==> config.mk <==
export PLATFORM = sky130hd
export DESIGN_NAME = rx_req_gen
export DESIGN_NICKNAME = d
export VERILOG_FILES = /design/src/rtl/rxreq_pkg.sv /design/src/rtl/rxreq_first_gate.sv /design/src/rtl/rxreq_level_cmp.sv /design/src/rtl/rx_req_gen.sv
export SDC_FILE = /design/constraint.sdc
export NUM_CORES = 1
export LEC_CHECK = 0
export ABC_AREA = 0
export BUFFER_PORTS_ARGS = -buffer_cell sky130_fd_sc_hd__buf_4
export CORE_AREA = 2 2 39 41
export CTS_CLUSTER_SIZE = 30
export DETAILED_ROUTE_END_ITERATION = 8
export DIE_AREA = 0 0 41 43
export PLACE_DENSITY_LB_ADDON = 0.15
export SYNTH_ARGS = -nofsm -noshare
export SYNTH_HDL_FRONTEND = slang
export SYNTH_HIERARCHICAL = 1
export SYNTH_SLANG_ARGS = --single-unit
==> constraint.sdc <==
create_clock -name clk -period 4.8 [get_ports clk]
set_input_delay 0.72 -clock clk [delete_from_list [all_inputs] [get_ports clk]]
set_output_delay 0.72 -clock clk [all_outputs]
set_load 0.01 [all_outputs]
==> src/rtl/rxreq_pkg.sv <==
package rxreq_pkg;

    // Frame tracking phase
    typedef enum logic [2:0] {
        PH_IDLE   = 3'd0,  // no frame in progress
        PH_FIRST  = 3'd1,  // waiting for the first gate
        PH_BURST  = 3'd2,  // first request raised, held until empty
        PH_STREAM = 3'd3,  // watermark governs
        PH_DRAIN  = 3'd4   // end seen, flush remaining bytes
    } phase_e;

    typedef struct packed {
        phase_e phase;
        logic   matched;
        logic   req;
    } ctl_s;

endpackage

==> src/rtl/rxreq_first_gate.sv <==
module rxreq_first_gate #(
    parameter int CNT_W      = 8,
    parameter int FIRST_GATE = 64,
    parameter int LL_LEVEL   = 12,
    parameter int LL_DELAY   = 2
) (
    input  logic             clk,
    input  logic             rst_n,
    input  logic             armed,
    input  logic             restart,
    input  logic             low_latency,
    input  logic [CNT_W-1:0] fifo_count,
    output logic             gate_hit
);
    localparam int LLC_W = $clog2(LL_DELAY + 1) + 1;
    localparam logic [LLC_W-1:0] LLC_MAX = LLC_W'(LL_DELAY);

    logic [LLC_W-1:0] llc_d, llc_q;
    logic             above_ll, above_gate;

    always_comb begin
        above_ll   = fifo_count >= CNT_W'(LL_LEVEL);
        above_gate = fifo_count >= CNT_W'(FIRST_GATE);
        llc_d      = llc_q;
        if (restart || !armed || !above_ll) begin
            llc_d = '0;
        end else if (llc_q < LLC_MAX) begin
            llc_d = llc_q + 1'b1;
        end
        gate_hit = armed && (above_gate ||
                   (low_latency && above_ll && (llc_q == LLC_MAX)));
    end

    always_ff @(posedge clk) begin
        if (!rst_n) begin
            llc_q <= '0;
        end else begin
            llc_q <= llc_d;
        end
    end

endmodule

==> src/rtl/rxreq_level_cmp.sv <==
module rxreq_level_cmp #(
    parameter int CNT_W = 8,
    parameter int WM0   = 16,
    parameter int WM1   = 32,
    parameter int WM2   = 64
) (
    input  logic [1:0]       wm_sel,
    input  logic [CNT_W-1:0] fifo_count,
    output logic             at_wm,
    output logic             nonempty
);
    localparam int NLVL = 4;
    logic [CNT_W-1:0] lvl [NLVL];

    // code 3 reuses the largest level
    for (genvar i = 0; i < NLVL; i++) begin : g_lvl
        if (i == 0) begin : g_l0
            assign lvl[i] = CNT_W'(WM0);
        end else if (i == 1) begin : g_l1
            assign lvl[i] = CNT_W'(WM1);
        end else begin : g_lhi
            assign lvl[i] = CNT_W'(WM2);
        end
    end

    always_comb begin
        at_wm    = fifo_count >= lvl[wm_sel];
        nonempty = fifo_count != '0;
    end

endmodule

==> src/rtl/rx_req_gen.sv <==
module rx_req_gen #(
    parameter int CNT_W      = 8,
    parameter int FIRST_GATE = 64,
    parameter int LL_LEVEL   = 12,
    parameter int LL_DELAY   = 2,
    parameter int WM0        = 16,
    parameter int WM1        = 32,
    parameter int WM2        = 64
) (
    input  logic             clk,
    input  logic             rst_n,
    input  logic             rx_enable,
    input  logic [1:0]       wm_sel,
    input  logic             runt_accept,
    input  logic             low_latency,
    input  logic             frame_start,
    input  logic             frame_end,
    input  logic             addr_match,
    input  logic [CNT_W-1:0] fifo_count,
    output logic             rx_req
);
    import rxreq_pkg::*;

    ctl_s ctl_d, ctl_q;
    logic gate_hit, at_wm, nonempty, have_match;

    rxreq_first_gate #(
        .CNT_W(CNT_W), .FIRST_GATE(FIRST_GATE),
        .LL_LEVEL(LL_LEVEL), .LL_DELAY(LL_DELAY)
    ) u_gate (
        .clk        (clk),
        .rst_n      (rst_n),
        .armed      (ctl_q.phase == PH_FIRST),
        .restart    (frame_start),
        .low_latency(low_latency),
        .fifo_count (fifo_count),
        .gate_hit   (gate_hit)
    );

    rxreq_level_cmp #(
        .CNT_W(CNT_W), .WM0(WM0), .WM1(WM1), .WM2(WM2)
    ) u_lvl (
        .wm_sel    (wm_sel),
        .fifo_count(fifo_count),
        .at_wm     (at_wm),
        .nonempty  (nonempty)
    );

    always_comb begin
        ctl_d      = ctl_q;
        have_match = ctl_q.matched || addr_match;

        if (frame_start) begin
            ctl_d.phase   = PH_FIRST;
            ctl_d.matched = 1'b0;
        end else begin
            ctl_d.matched = have_match;
            unique case (ctl_q.phase)
                PH_FIRST: begin
                    if (frame_end) begin
                        if (runt_accept && !have_match && !gate_hit) begin
                            ctl_d.phase = PH_IDLE;
                        end else begin
                            ctl_d.phase = PH_DRAIN;
                        end
                    end else if (gate_hit) begin
                        ctl_d.phase = PH_BURST;
                    end
                end
                PH_BURST: begin
                    if (frame_end) begin
                        ctl_d.phase = PH_DRAIN;
                    end else if (!nonempty) begin
                        ctl_d.phase = PH_STREAM;
                    end
                end
                PH_STREAM: begin
                    if (frame_end) begin
                        ctl_d.phase = PH_DRAIN;
                    end
                end
                PH_DRAIN: begin
                    if (!nonempty) begin
                        ctl_d.phase = PH_IDLE;
                    end
                end
                default: ctl_d.phase = PH_IDLE;
            endcase
        end

        unique case (ctl_d.phase)
            PH_BURST, PH_DRAIN: ctl_d.req = rx_enable && nonempty;
            PH_STREAM:          ctl_d.req = rx_enable && at_wm;
            default:            ctl_d.req = 1'b0;
        endcase
    end

    always_ff @(posedge clk) begin
        if (!rst_n) begin
            ctl_q.phase   <= PH_IDLE;
            ctl_q.matched <= 1'b0;
            ctl_q.req     <= 1'b0;
        end else begin
            ctl_q <= ctl_d;
        end
    end

    assign rx_req = ctl_q.req;

endmodule

# Word-level counts from Yosys, hierarchy flattened
# Cells that the tools add are included.
[totals]
out_inout_bits = 1
regBits = 8
in_bits = 18
elab_cells = 52
[classes]
reduce_logical = 19
muxes = 13
bitwise_logic = 2
n_lt_le_gt_ge = 5
eq_ne = 8
addsub = 1
[ops]
columns = ["operator", "count"]
rows = [
  ["$mux 3", 7],
  ["$bmux 8 s2", 1],
  ["$mux 8", 2],
  ["$eq 3x2->1 const B", 5],
  ["$pmux 3 s4", 1],
  ["$ge 8x4->1 const B", 1],
  ["$ge 8x7->1 const B", 1],
  ["$ge 8x8->1", 1],
  ["$reduce_bool 8->1", 1],
  ["$logic_and 1x1->1", 7],
  ["$eq 3x3->1 const B", 2],
  ["$reduce_or 2->1", 3],
  ["$logic_not 1->1", 4],
  ["$logic_or 1x1->1", 4],
  ["$mux 4", 1],
  ["$add 3x1->3 const B", 1],
  ["$eq 3x1->1 const B", 1],
  ["$ge 3x3->1 const B", 1],
  ["$lt 3x2->1 const B", 1],
  ["$not 2->3", 1],
  ["$pmux 1 s2", 1],
  ["$not 1->1", 1],
]

# Logic depth before layout (Yosys ltp)
# Gate-level depths: netlist of run 1.
[logic_depth]
depth_word = 14
depth_mapped = 9
depth_no_buf = 9

# Modules after synthesis
# The synthesis of run 1 kept the hierarchy.
[modules_own_cells]
columns = ["mod", "seq_area_each_um2", "cells_each", "area_each_um2", "n_inst"]
rows = [
  ["rx_req_gen", 100.1, 35, 344.1, 1],
  ["rxreq_first_gate", 60.1, 21, 207.7, 1],
  ["rxreq_level_cmp", 0.0, 15, 101.3, 1],
]

# Worst setup path before layout of run 1
# No wires, ideal clock.
[synth_path]
path_type = "input -> register"
from = "in fifo_count[0]"
to = "reg ctl_q (netlist bit rx_req)"
n_path_buf = 0
path_stages = 6
arrival_time_ns = 1.998
required_ns = 4.669
setup_time_ns = 0.131
slack_ns = 2.672
cell_sequence = "or4_1 > nor2_2 > nand2_1 > and3_4 > o311ai_4 > o32ai_2"
[synth_via]
word_cells_on_any_way = 25
cone_classes = "order compare (3); eq/ne (3); mux (9); reduce/logical (10)"
[synth_rtl]
columns = ["item", "line_no", "rtl"]
rows = [
  ["from (decl)", "rx_req_gen.sv:19", "input logic [CNT_W-1:0] fifo_count,"],
  ["$reduce_bool 8->1 *", "rxreq_level_cmp.sv:28", "nonempty = fifo_count != '0;"],
  ["via nonempty", "rx_req_gen.sv:25", "logic gate_hit, at_wm, nonempty, have_match;"],
  ["$mux 3", "rx_req_gen.sv:73", "end else if (!nonempty) begin"],
  ["$mux 3", "rx_req_gen.sv:71", "if (frame_end) begin"],
  ["$pmux 3 s4", "rx_req_gen.sv:58", "unique case (ctl_q.phase)"],
  ["$mux 4", "rx_req_gen.sv:53", "if (frame_start) begin"],
  ["$eq 3x2->1 / $eq 3x3->1 (equally long branches)", "rx_req_gen.sv:91", "unique case (ctl_d.phase)"],
  ["$reduce_or 2->1", "rx_req_gen.sv:91", ""],
  ["$pmux 1 s2 *", "rx_req_gen.sv:91", ""],
  ["to (signal assigned)", "rx_req_gen.sv:104", "ctl_q <= ctl_d;"],
  ["to (decl)", "rx_req_gen.sv:24", "ctl_s ctl_d, ctl_q;"],
]
# The timed path passes the listed nets; every way through them passes the cells marked *.
# A chain may end at the register's enable or synchronous reset.

# Final worst setup path of run 1
[layout_path]
from = "in fifo_count[7]"
to = "reg ctl_q (netlist bit rx_req)"
# Same word-level chain as after synthesis.

==> results.rst, run 1 <==
.. list-table::
   :header-rows: 1

   * - Metric
     - Value
   * - Time the final worst path needs with I/O delays and setup
     - ~2.1 ns
   * - Antenna fix cells
     - 0
   * - Chain of cells forming the critical path
     - buf_4 -> or4_1 -> nor2_2 -> nand2_1 -> and3_4 -> o311ai_4 -> o32ai_2
   * - Number of storage elements in the synthesis netlist
     - 8
   * - Outcome
     - finished clean
   * - Number of buffers created by CTS
     - 3
   * - Starting density of the core
     - around 47%
   * - Maximum fanout count along the critical path
     - 4
   * - Largest net degree at the start of global routing
     - 10
   * - Max Root-Sink Buffers
     - 2
   * - Die Height
     - 43 um
   * - Post-route worst setup slack
     - 2.70 ns
   * - Cell row count
     - 14
   * - Delay contributed by the slowest stage of the critical path
     - 0.51 ns
   * - Antenna violations before repair
     - 0
   * - Vias in the first global route
     - ~530
   * - RSZ-0062 raised after global routing
     - no
   * - Post-CTS sizing
     - 0
   * - Final Hold Vio Count
     - 0
   * - Horizontal extent of the die
     - 41 um
   * - Number of nets produced by synthesis
     - 94
   * - Kind of cell adding the most delay to the critical path
     - simple AND/OR/NAND/NOR gates
   * - Die area
     - 1760 um2
   * - Final Routed Wirelength
     - 1260 um
   * - Worst setup slack before clock tree synthesis
     - 2.44 ns
   * - Boundary Pins
     - 19
   * - Max transition margin
     - 67.3%
   * - Share of the synthesized area in compound gates (AO/OA/AOI/OAI)
     - 25.7%
   * - Power density over the cells
     - 190 nW/um2
   * - Worst path bufs/invs
     - 1
   * - Count of nets after finishing
     - 116
   * - Clock insertion delay at the later pin of the skew report
     - 0.24 ns
   * - Top cells by area, synth
     - sky130_fd_sc_hd__dfxtp_1 25%, sky130_fd_sc_hd__ha_1 9.6%, sky130_fd_sc_hd__nand2_1 4.6%
   * - Clock sink total
     - 8
   * - Synthesized area per cell
     - 9.20 um2
   * - Clock root buffer
     - sky130_fd_sc_hd__clkbuf_4
   * - Simple-gate share of the synthesized area
     - between 30% and 40%
   * - Overall Power
     - 155 uW
   * - CP Data Required Time
     - 4.92 ns
   * - MaxCap Viol Count
     - 0
   * - Synth warn
     - 6
   * - Count of buffers from port buffering
     - 18
   * - Count of hold buffers inserted by post-cts repair
     - 0
   * - Synthesized instance count
     - 71
   * - Final core utilization
     - between 50% and 60%
   * - Area leader, netlist
     - sky130_fd_sc_hd__dfxtp_1
   * - Maximum clock frequency
     - 0.475 GHz
   * - Detailed placement HPWL
     - 1070 um
   * - Number of cells in the finished layout apart from fillers
     - 107
   * - Worst-Margin Slew
     - 0.490 ns
   * - Global-route wire length before repair
     - 1950 um
   * - Critical-path top delay cell
     - sky130_fd_sc_hd__or4_1
   * - Placed Instances
     - 104
   * - Total Routing Usage GR
     - 16.1%
   * - Fraction of final layout cells with drive strength greater than 1
     - 34.1%
   * - Share of synthesized cell area in full adder, half adder and majority cells
     - 9.58%
   * - DR WL/cell
     - 11.8 um
   * - Buffers inserted during post-CTS setup optimization
     - 0
   * - Final GP Congestion
     - 0.800
   * - Setup violators final
     - 0
   * - Arrival time at the worst endpoint
     - 2.23 ns
   * - Max H-tree Level
     - 1
   * - Sort of element at the end of the critical path
     - register
   * - Core Region
     - 1380 um2
   * - Residual antenna-violating net count after detailed routing
     - 0
   * - Post-Route Skew
     - between 0.0005 and 0.0006 ns
   * - Start-to-end type of the worst setup path
     - in2reg
   * - Dominant combinational cell family by area after synthesis
     - simple AND/OR/NAND/NOR gates
   * - Worst min path class
     - reg2reg
   * - XOR/XNOR Fraction of Synth Area
     - 2.49%
   * - CTS tree
     - done
   * - Clock-pin slew on the worst setup and hold paths
     - 0.05 ns
   * - Grt total ovfl
     - 0
   * - 1st-iter DRT viols
     - 6
   * - Initial DRT Pass Iterations
     - 2
   * - Final period utilization
     - between 40% and 50%
   * - Vias after detailed routing
     - approximately 570
   * - Pleak
     - about 0.00036 uW
   * - Netlist Area Pre-Place
     - 653 um2
   * - Unique cell type count in the Yosys netlist
     - 31
   * - Multiplexer fraction of the synthesized cell area
     - 0%
   * - CP startpoint kind
     - input pin
   * - Portion of synthesized cell area occupied by the leading cell type
     - 24.5%
   * - Setup Total Neg Slack
     - 0 ns
   * - Largest voltage drop on the vdd net
     - 0.177 mV
   * - Post-route DRC
     - 0
   * - Sequential share of the synthesized area
     - 24.5%
   * - Per-cell via count in the routed design
     - 5.30
   * - Max-slew violations
     - 0
   * - Synthesis-to-finish area growth
     - 25.5%
-- through the flow --
| step | hold slack, ns | area (um2) |
|---|---|---|
| after floorplan | 0.450 | 653 |
| after global placement | 0.479 | 797 |
| after detailed placement | 0.486 | 797 |
| after CTS | 0.503 | 820 |
| after global routing | 0.535 | 820 |
| final | 0.494 | 820 |
-- logic make-up after synthesis --
logic type / count (synthesis)
adders and majority gates: 5
buffers and inverters: 8
xor gates and xnor gates: 1
AOI/OAI and AO/OA: 16
DFF: 8
and+or+nand+nor: 33
-- registers in the layout, indices dropped and copies added (netlist names) --
register,count
ctl_q,4
u_gate/llc_q,3
rx_req,1
-- worst paths after layout --
check | from | endpoint | slack, ns | depth (start not counted)
setup / recovery | fifo_count[7] | rx_req$_SDFF_PN0_ | 2.70 | 7
hold / removal | ctl_q[1]$_SDFF_PP0_ | ctl_q[1]$_SDFF_PP0_ | 0.49 | 2
setup reg to reg | ctl_q[2]$_SDFF_PN0_ | rx_req$_SDFF_PN0_ | 2.77 | 7
hold reg to reg | ctl_q[1]$_SDFF_PP0_ | ctl_q[1]$_SDFF_PP0_ | 0.49 | 2
-- final cells by class --
cell class	count	area [um2]
clock buffer	3	22.5
fill	125	564
inverter	7	26.3
multi-input combinational	55	455
sequential	8	160
tap	16	20.0
timing repair buffer	18	135
-- cells in the final DEF, fill, tap and decap left out, types with 2 or more instances in the layout --
cell	instances
sky130_fd_sc_hd__nor2_2	2
sky130_fd_sc_hd__a221oi_1	2
sky130_fd_sc_hd__dfxtp_1	8
sky130_fd_sc_hd__nand2b_1	3
sky130_fd_sc_hd__o21ai_0	2
sky130_fd_sc_hd__a21oi_1	2
sky130_fd_sc_hd__ha_1	5
sky130_fd_sc_hd__nor3_1	2
sky130_fd_sc_hd__buf_4	18
sky130_fd_sc_hd__nand2_1	8
sky130_fd_sc_hd__inv_1	7
sky130_fd_sc_hd__a211oi_1	2
sky130_fd_sc_hd__nor2b_1	2
sky130_fd_sc_hd__nand3b_1	3
sky130_fd_sc_hd__clkbuf_4	3
sky130_fd_sc_hd__nor2_1	6
-- power by group --
group,leakage [uW],total [uW],internal (uW),switching [uW]
clock network,0.0000138,48.3,28.4,19.9
registers,0.0000650,69.9,68.0,1.88
logic,0.000278,37.2,19.7,17.5
total,0.000357,155,116,39.3
-- routing by layer --
metal | share of wire [%] | up-vias | global-route usage (%)
met5 | 0 | - | 0
met4 | 0 | 0 | 2.00
met3 | 6.3 | 0 | 6.28
met2 | 53 | 15 | 29.1
met1 | 40 | 251 | 17.0
li1 | - | 301 | -
-- cells in the mapped netlist, drive strengths merged --
library cell and instances:
a211oi 2, nor3b 1, o32ai 1, a21oi 2, buf 1, nor2b 2, nand2 8, nor2 8
a41o 1, inv 7, and3 1, nor3 2, or3 1, a31oi 1, nand2b 3, dfxtp 8
a221oi 3, nor4 2, or4 1, o21ai 2, ha 5, a2bb2oi 1, o21ba 1, o21a 1
xnor2 1, nand3b 4, o311ai 1
-- tightest hold or removal path: stages, from the launching register on --
cell                      delay [ns]
sky130_fd_sc_hd__dfxtp_1        0.31
sky130_fd_sc_hd__nor2_1         0.07
sky130_fd_sc_hd__nor2_1         0.08
No activity file was read; power rests on OpenSTA's default activity.
==> run 2, diff against run 1 <==
--- a/config.mk
+++ b/config.mk
@@ -7,10 +7,9 @@
 export LEC_CHECK = 0
 export ABC_AREA = 0
 export BUFFER_PORTS_ARGS = -buffer_cell sky130_fd_sc_hd__buf_4
-export CORE_AREA = 2 2 39 41
+export CORE_UTILIZATION = 44
 export CTS_CLUSTER_SIZE = 30
 export DETAILED_ROUTE_END_ITERATION = 8
-export DIE_AREA = 0 0 41 43
 export PLACE_DENSITY_LB_ADDON = 0.15
 export SYNTH_ARGS = -nofsm -noshare
 export SYNTH_HDL_FRONTEND = slang
==> constraint.sdc (replaced) <==
create_clock -name clk -period 1.7 [get_ports clk]
set_input_delay 0.255 -clock clk [delete_from_list [all_inputs] [get_ports clk]]
set_output_delay 0.255 -clock clk [all_outputs]
set_load 0.01 [all_outputs]
==> run 2 against run 1 <==
Compared with the run above:
- core utilization up 14 points
- non-clock buffer count up 15
- global-route usage up 7.4 points
- clock power rose to 3.1 times the previous value
- critical endpoint unchanged
- highest routed layer is now met4
- combinational power rose to 3.7 times the previous value
==> results.rst, run 2 (synthesis results as in run 1) <==
.. list-table::
   :header-rows: 1

   * - Metric
     - Value
   * - Total Routing Usage GR
     - 23.5% (+7.4 points)
   * - Max transition margin
     - 79.6% (+12 points)
   * - Switching Power
     - 134 uW (+240%)
   * - Start-to-end type of the worst setup path
     - reg2reg
   * - Max H-tree Level
     - 1 (unchanged)
   * - Clock insertion delay at the later pin of the skew report
     - 0.26 ns (+0.02 ns)
   * - Count of hold buffers inserted by post-cts repair
     - 0 (unchanged)
   * - Final Routed Wirelength
     - 1640 um (+30%)
   * - Vias after detailed routing
     - 651 (+15%)
   * - Final core utilization
     - 73.4% (+14 points)
   * - Worst-Margin Slew
     - 0.304 ns (-0.186 ns)
   * - Power density over the cells
     - 491 nW/um2 (+160%)
   * - Final Hold Vio Count
     - 0 (unchanged)
   * - Max Root-Sink Buffers
     - 2 (unchanged)
   * - Die area
     - 1640 um2 (-6.8%)
   * - Outcome
     - finished clean
   * - Final GP Congestion
     - 0.892 (+12%)
   * - Fillers
     - 97 (-22%)
   * - MaxCap Viol Count
     - 0 (unchanged)
   * - Worst min path class
     - in2reg
   * - DR WL/cell
     - 13.6 um (+15%)
   * - Max-slew violations
     - 0 (unchanged)
   * - Residual antenna-violating net count after detailed routing
     - 0 (unchanged)
   * - Maximum clock frequency
     - 0.613 GHz
   * - Largest reg by FF count
     - ctl_q
   * - Pleak
     - 0.000445 uW (+25%)
   * - 1st-iter DRT viols
     - 12 (+6)
   * - Starting density of the core
     - 49.0% (+1.8 points)
   * - RSZ-0062 raised after global routing
     - yes
   * - Synthesis-to-finish area growth
     - 49.8%
   * - Horizontal extent of the die
     - 40.5 um (-1.2%)
   * - Vias in the first global route
     - 566 (+7.8%)
   * - Sequential cell fraction of total power
     - 40.3% (-4.7 points)
   * - CTS tree
     - done
   * - Initial DRT Pass Iterations
     - 4 (+2)
   * - Time the final worst path needs with I/O delays and setup
     - 1.63 ns
   * - Design Area, Final
     - 978 um2 (+19%)
   * - Post-route DRC
     - 0 (unchanged)
   * - Comb power frac
     - 28.5% (+4.6 points)
   * - CP startpoint kind
     - register
   * - Most frequent cells in the layout
     - 33 x sky130_fd_sc_hd__buf_4, 8 x sky130_fd_sc_hd__nand2_1, 6 x sky130_fd_sc_hd__inv_1, 6 x sky130_fd_sc_hd__nor2_1, 6 x sky130_fd_sc_hd__dfxtp_1
   * - Arrival time at the worst endpoint
     - 1.81 ns (-0.42 ns)
   * - Detailed placement HPWL
     - 1250 um (+17%)
   * - Post-Route Skew
     - 0.000314 ns (-0.000243 ns)
   * - Slack of the worst reg-to-reg path
     - 0.07 ns (-2.70 ns)
   * - Largest voltage drop on the vdd net
     - 0.392 mV (+120%)
   * - Grt total ovfl
     - 0 (unchanged)
   * - Commonest non-fill, non-tap cell in the layout
     - sky130_fd_sc_hd__buf_4
   * - Area of placed instances
     - 915 um2 (+15%)
   * - CP Data Required Time
     - 1.87 ns (-3.05 ns)
   * - Int Power
     - 347 uW (+200%)
   * - Sort of element at the end of the critical path
     - register
   * - Count of nets after finishing
     - 131 (+13%)
   * - Met1 layer wirelength in the final routing
     - 736 um (+45%)
   * - Final period utilization
     - 95.9%
   * - Antenna violations before repair
     - 0 (unchanged)
   * - Max FFs per register
     - 4 (unchanged)
   * - Clk pwr share
     - 31.2% (about the same)
   * - Boundary Pins
     - 19 (unchanged)
   * - Largest net degree at the start of global routing
     - 9 (-1)
   * - Clock sink total
     - 8 (unchanged)
   * - Global-route wire length before repair
     - 2430 um (+25%)
   * - Clock root buffer
     - sky130_fd_sc_hd__clkbuf_4
   * - Wire length on met2
     - 811 um (+20%)
   * - Uppermost metal layer occupied by signal nets
     - met4
   * - Per-cell via count in the routed design
     - 5.38 (+1.5%)
   * - Clock-pin slew on the worst setup and hold paths
     - 0.06 ns (about the same)
   * - Post-route worst setup slack
     - 0.0690 ns (-2.63 ns)
   * - Die Height
     - 40.5 um (-5.8%)
   * - Worst setup slack before clock tree synthesis
     - -0.164 ns (-2.61 ns)
   * - Fraction of final layout cells with drive strength greater than 1
     - 50.9% (+17 points)
   * - Cell row count
     - 13 (-1)
   * - Maximum fanout count along the critical path
     - 3 (-1)
   * - Antenna fix cells
     - 0 (unchanged)
   * - Core Region
     - 1330 um2 (-3.6%)
   * - Wire length on met3
     - 70 um (-13%)
   * - Switching part of the total power
     - 27.9% (+2.6 points)
   * - Count of buffers from port buffering
     - 18 (unchanged)
   * - Setup violators final
     - 0 (unchanged)
   * - Number of buffers created by CTS
     - 3 (unchanged)
==> run 2: repair_timing <==
action	4_1_cts	5_1_grt
buffers inserted	0	1
gates resized for setup	8	1
endpoints found under the setup margin	2	2
pin swaps	5	8
==> run 2: path summary, 6_finish.rpt <==
check / start / to / depth (start not counted)
worst max-delay path: u_gate/llc_q[0]$_SDFFE_PP0N_ / rx_req$_SDFF_PN0_ / 8
worst min-delay path: frame_end / ctl_q[3]$_SDFF_PN0_ / 2
worst max register to register: u_gate/llc_q[0]$_SDFFE_PP0N_ / rx_req$_SDFF_PN0_ / 8
worst min register to register: ctl_q[1]$_SDFF_PP0_ / ctl_q[1]$_SDFF_PP0_ / 2
==> run 2: critical path: stages (launching register included) <==
cell	delay, ns
sky130_fd_sc_hd__dfxtp_2	0.32
sky130_fd_sc_hd__inv_2	0.06
sky130_fd_sc_hd__ha_4	0.12
sky130_fd_sc_hd__nand3b_1	0.12
sky130_fd_sc_hd__a221oi_4	0.28
sky130_fd_sc_hd__inv_1	0.12
sky130_fd_sc_hd__a31oi_4	0.21
sky130_fd_sc_hd__o311ai_4	0.13
sky130_fd_sc_hd__o32ai_2	0.20
==> run 2: power by group through the flow <==
| stage | sequential (uW) | clock, uW | combinational [uW] |
|---|---|---|---|
| 2_1_floorplan | 200 | 0 | 56.9 |
| 3_3_place_gp | 197 | 0 | 126 |
| 3_5_place_dp | 197 | 0 | 129 |
| 4_1_cts | 194 | 155 | 132 |
| 5_1_grt | 194 | 168 | 150 |
| 6_report | 194 | 150 | 137 |
==> run 2: through the flow <==
step / hold slack [ns] / TNS (ns) / cells / total power, uW
2_1_floorplan: 0.346 / 0 / 71 / 256
3_3_place_gp: 0.467 / -0.303 / 118 / 324
3_5_place_dp: 0.471 / -0.347 / 118 / 326
4_1_cts: 0.224 / 0 / 121 / 481
5_1_grt: 0.227 / -0.0268 / 121 / 512
6_report: 0.236 / 0 / 121 / 481
==> run 2: layout make-up <==
cell class	instances	area (um2)	share of cell area, %
timing repair buffer	33	248	25.3
clock buffer	3	22.5	2.30
sequential	8	163	16.6
tap	15	18.8	1.92
inverter	7	26.3	2.69
multi-input combinational	55	500	51.2
==> run 2: per-layer routing <==
metal / GRT usage, % / vias to the layer above
met2: 39.7 / 16
met3: 6.67 / 4
met4: 10.0 / 0
li1: - / 330
met5: 0 / -
met1: 27.2 / 301
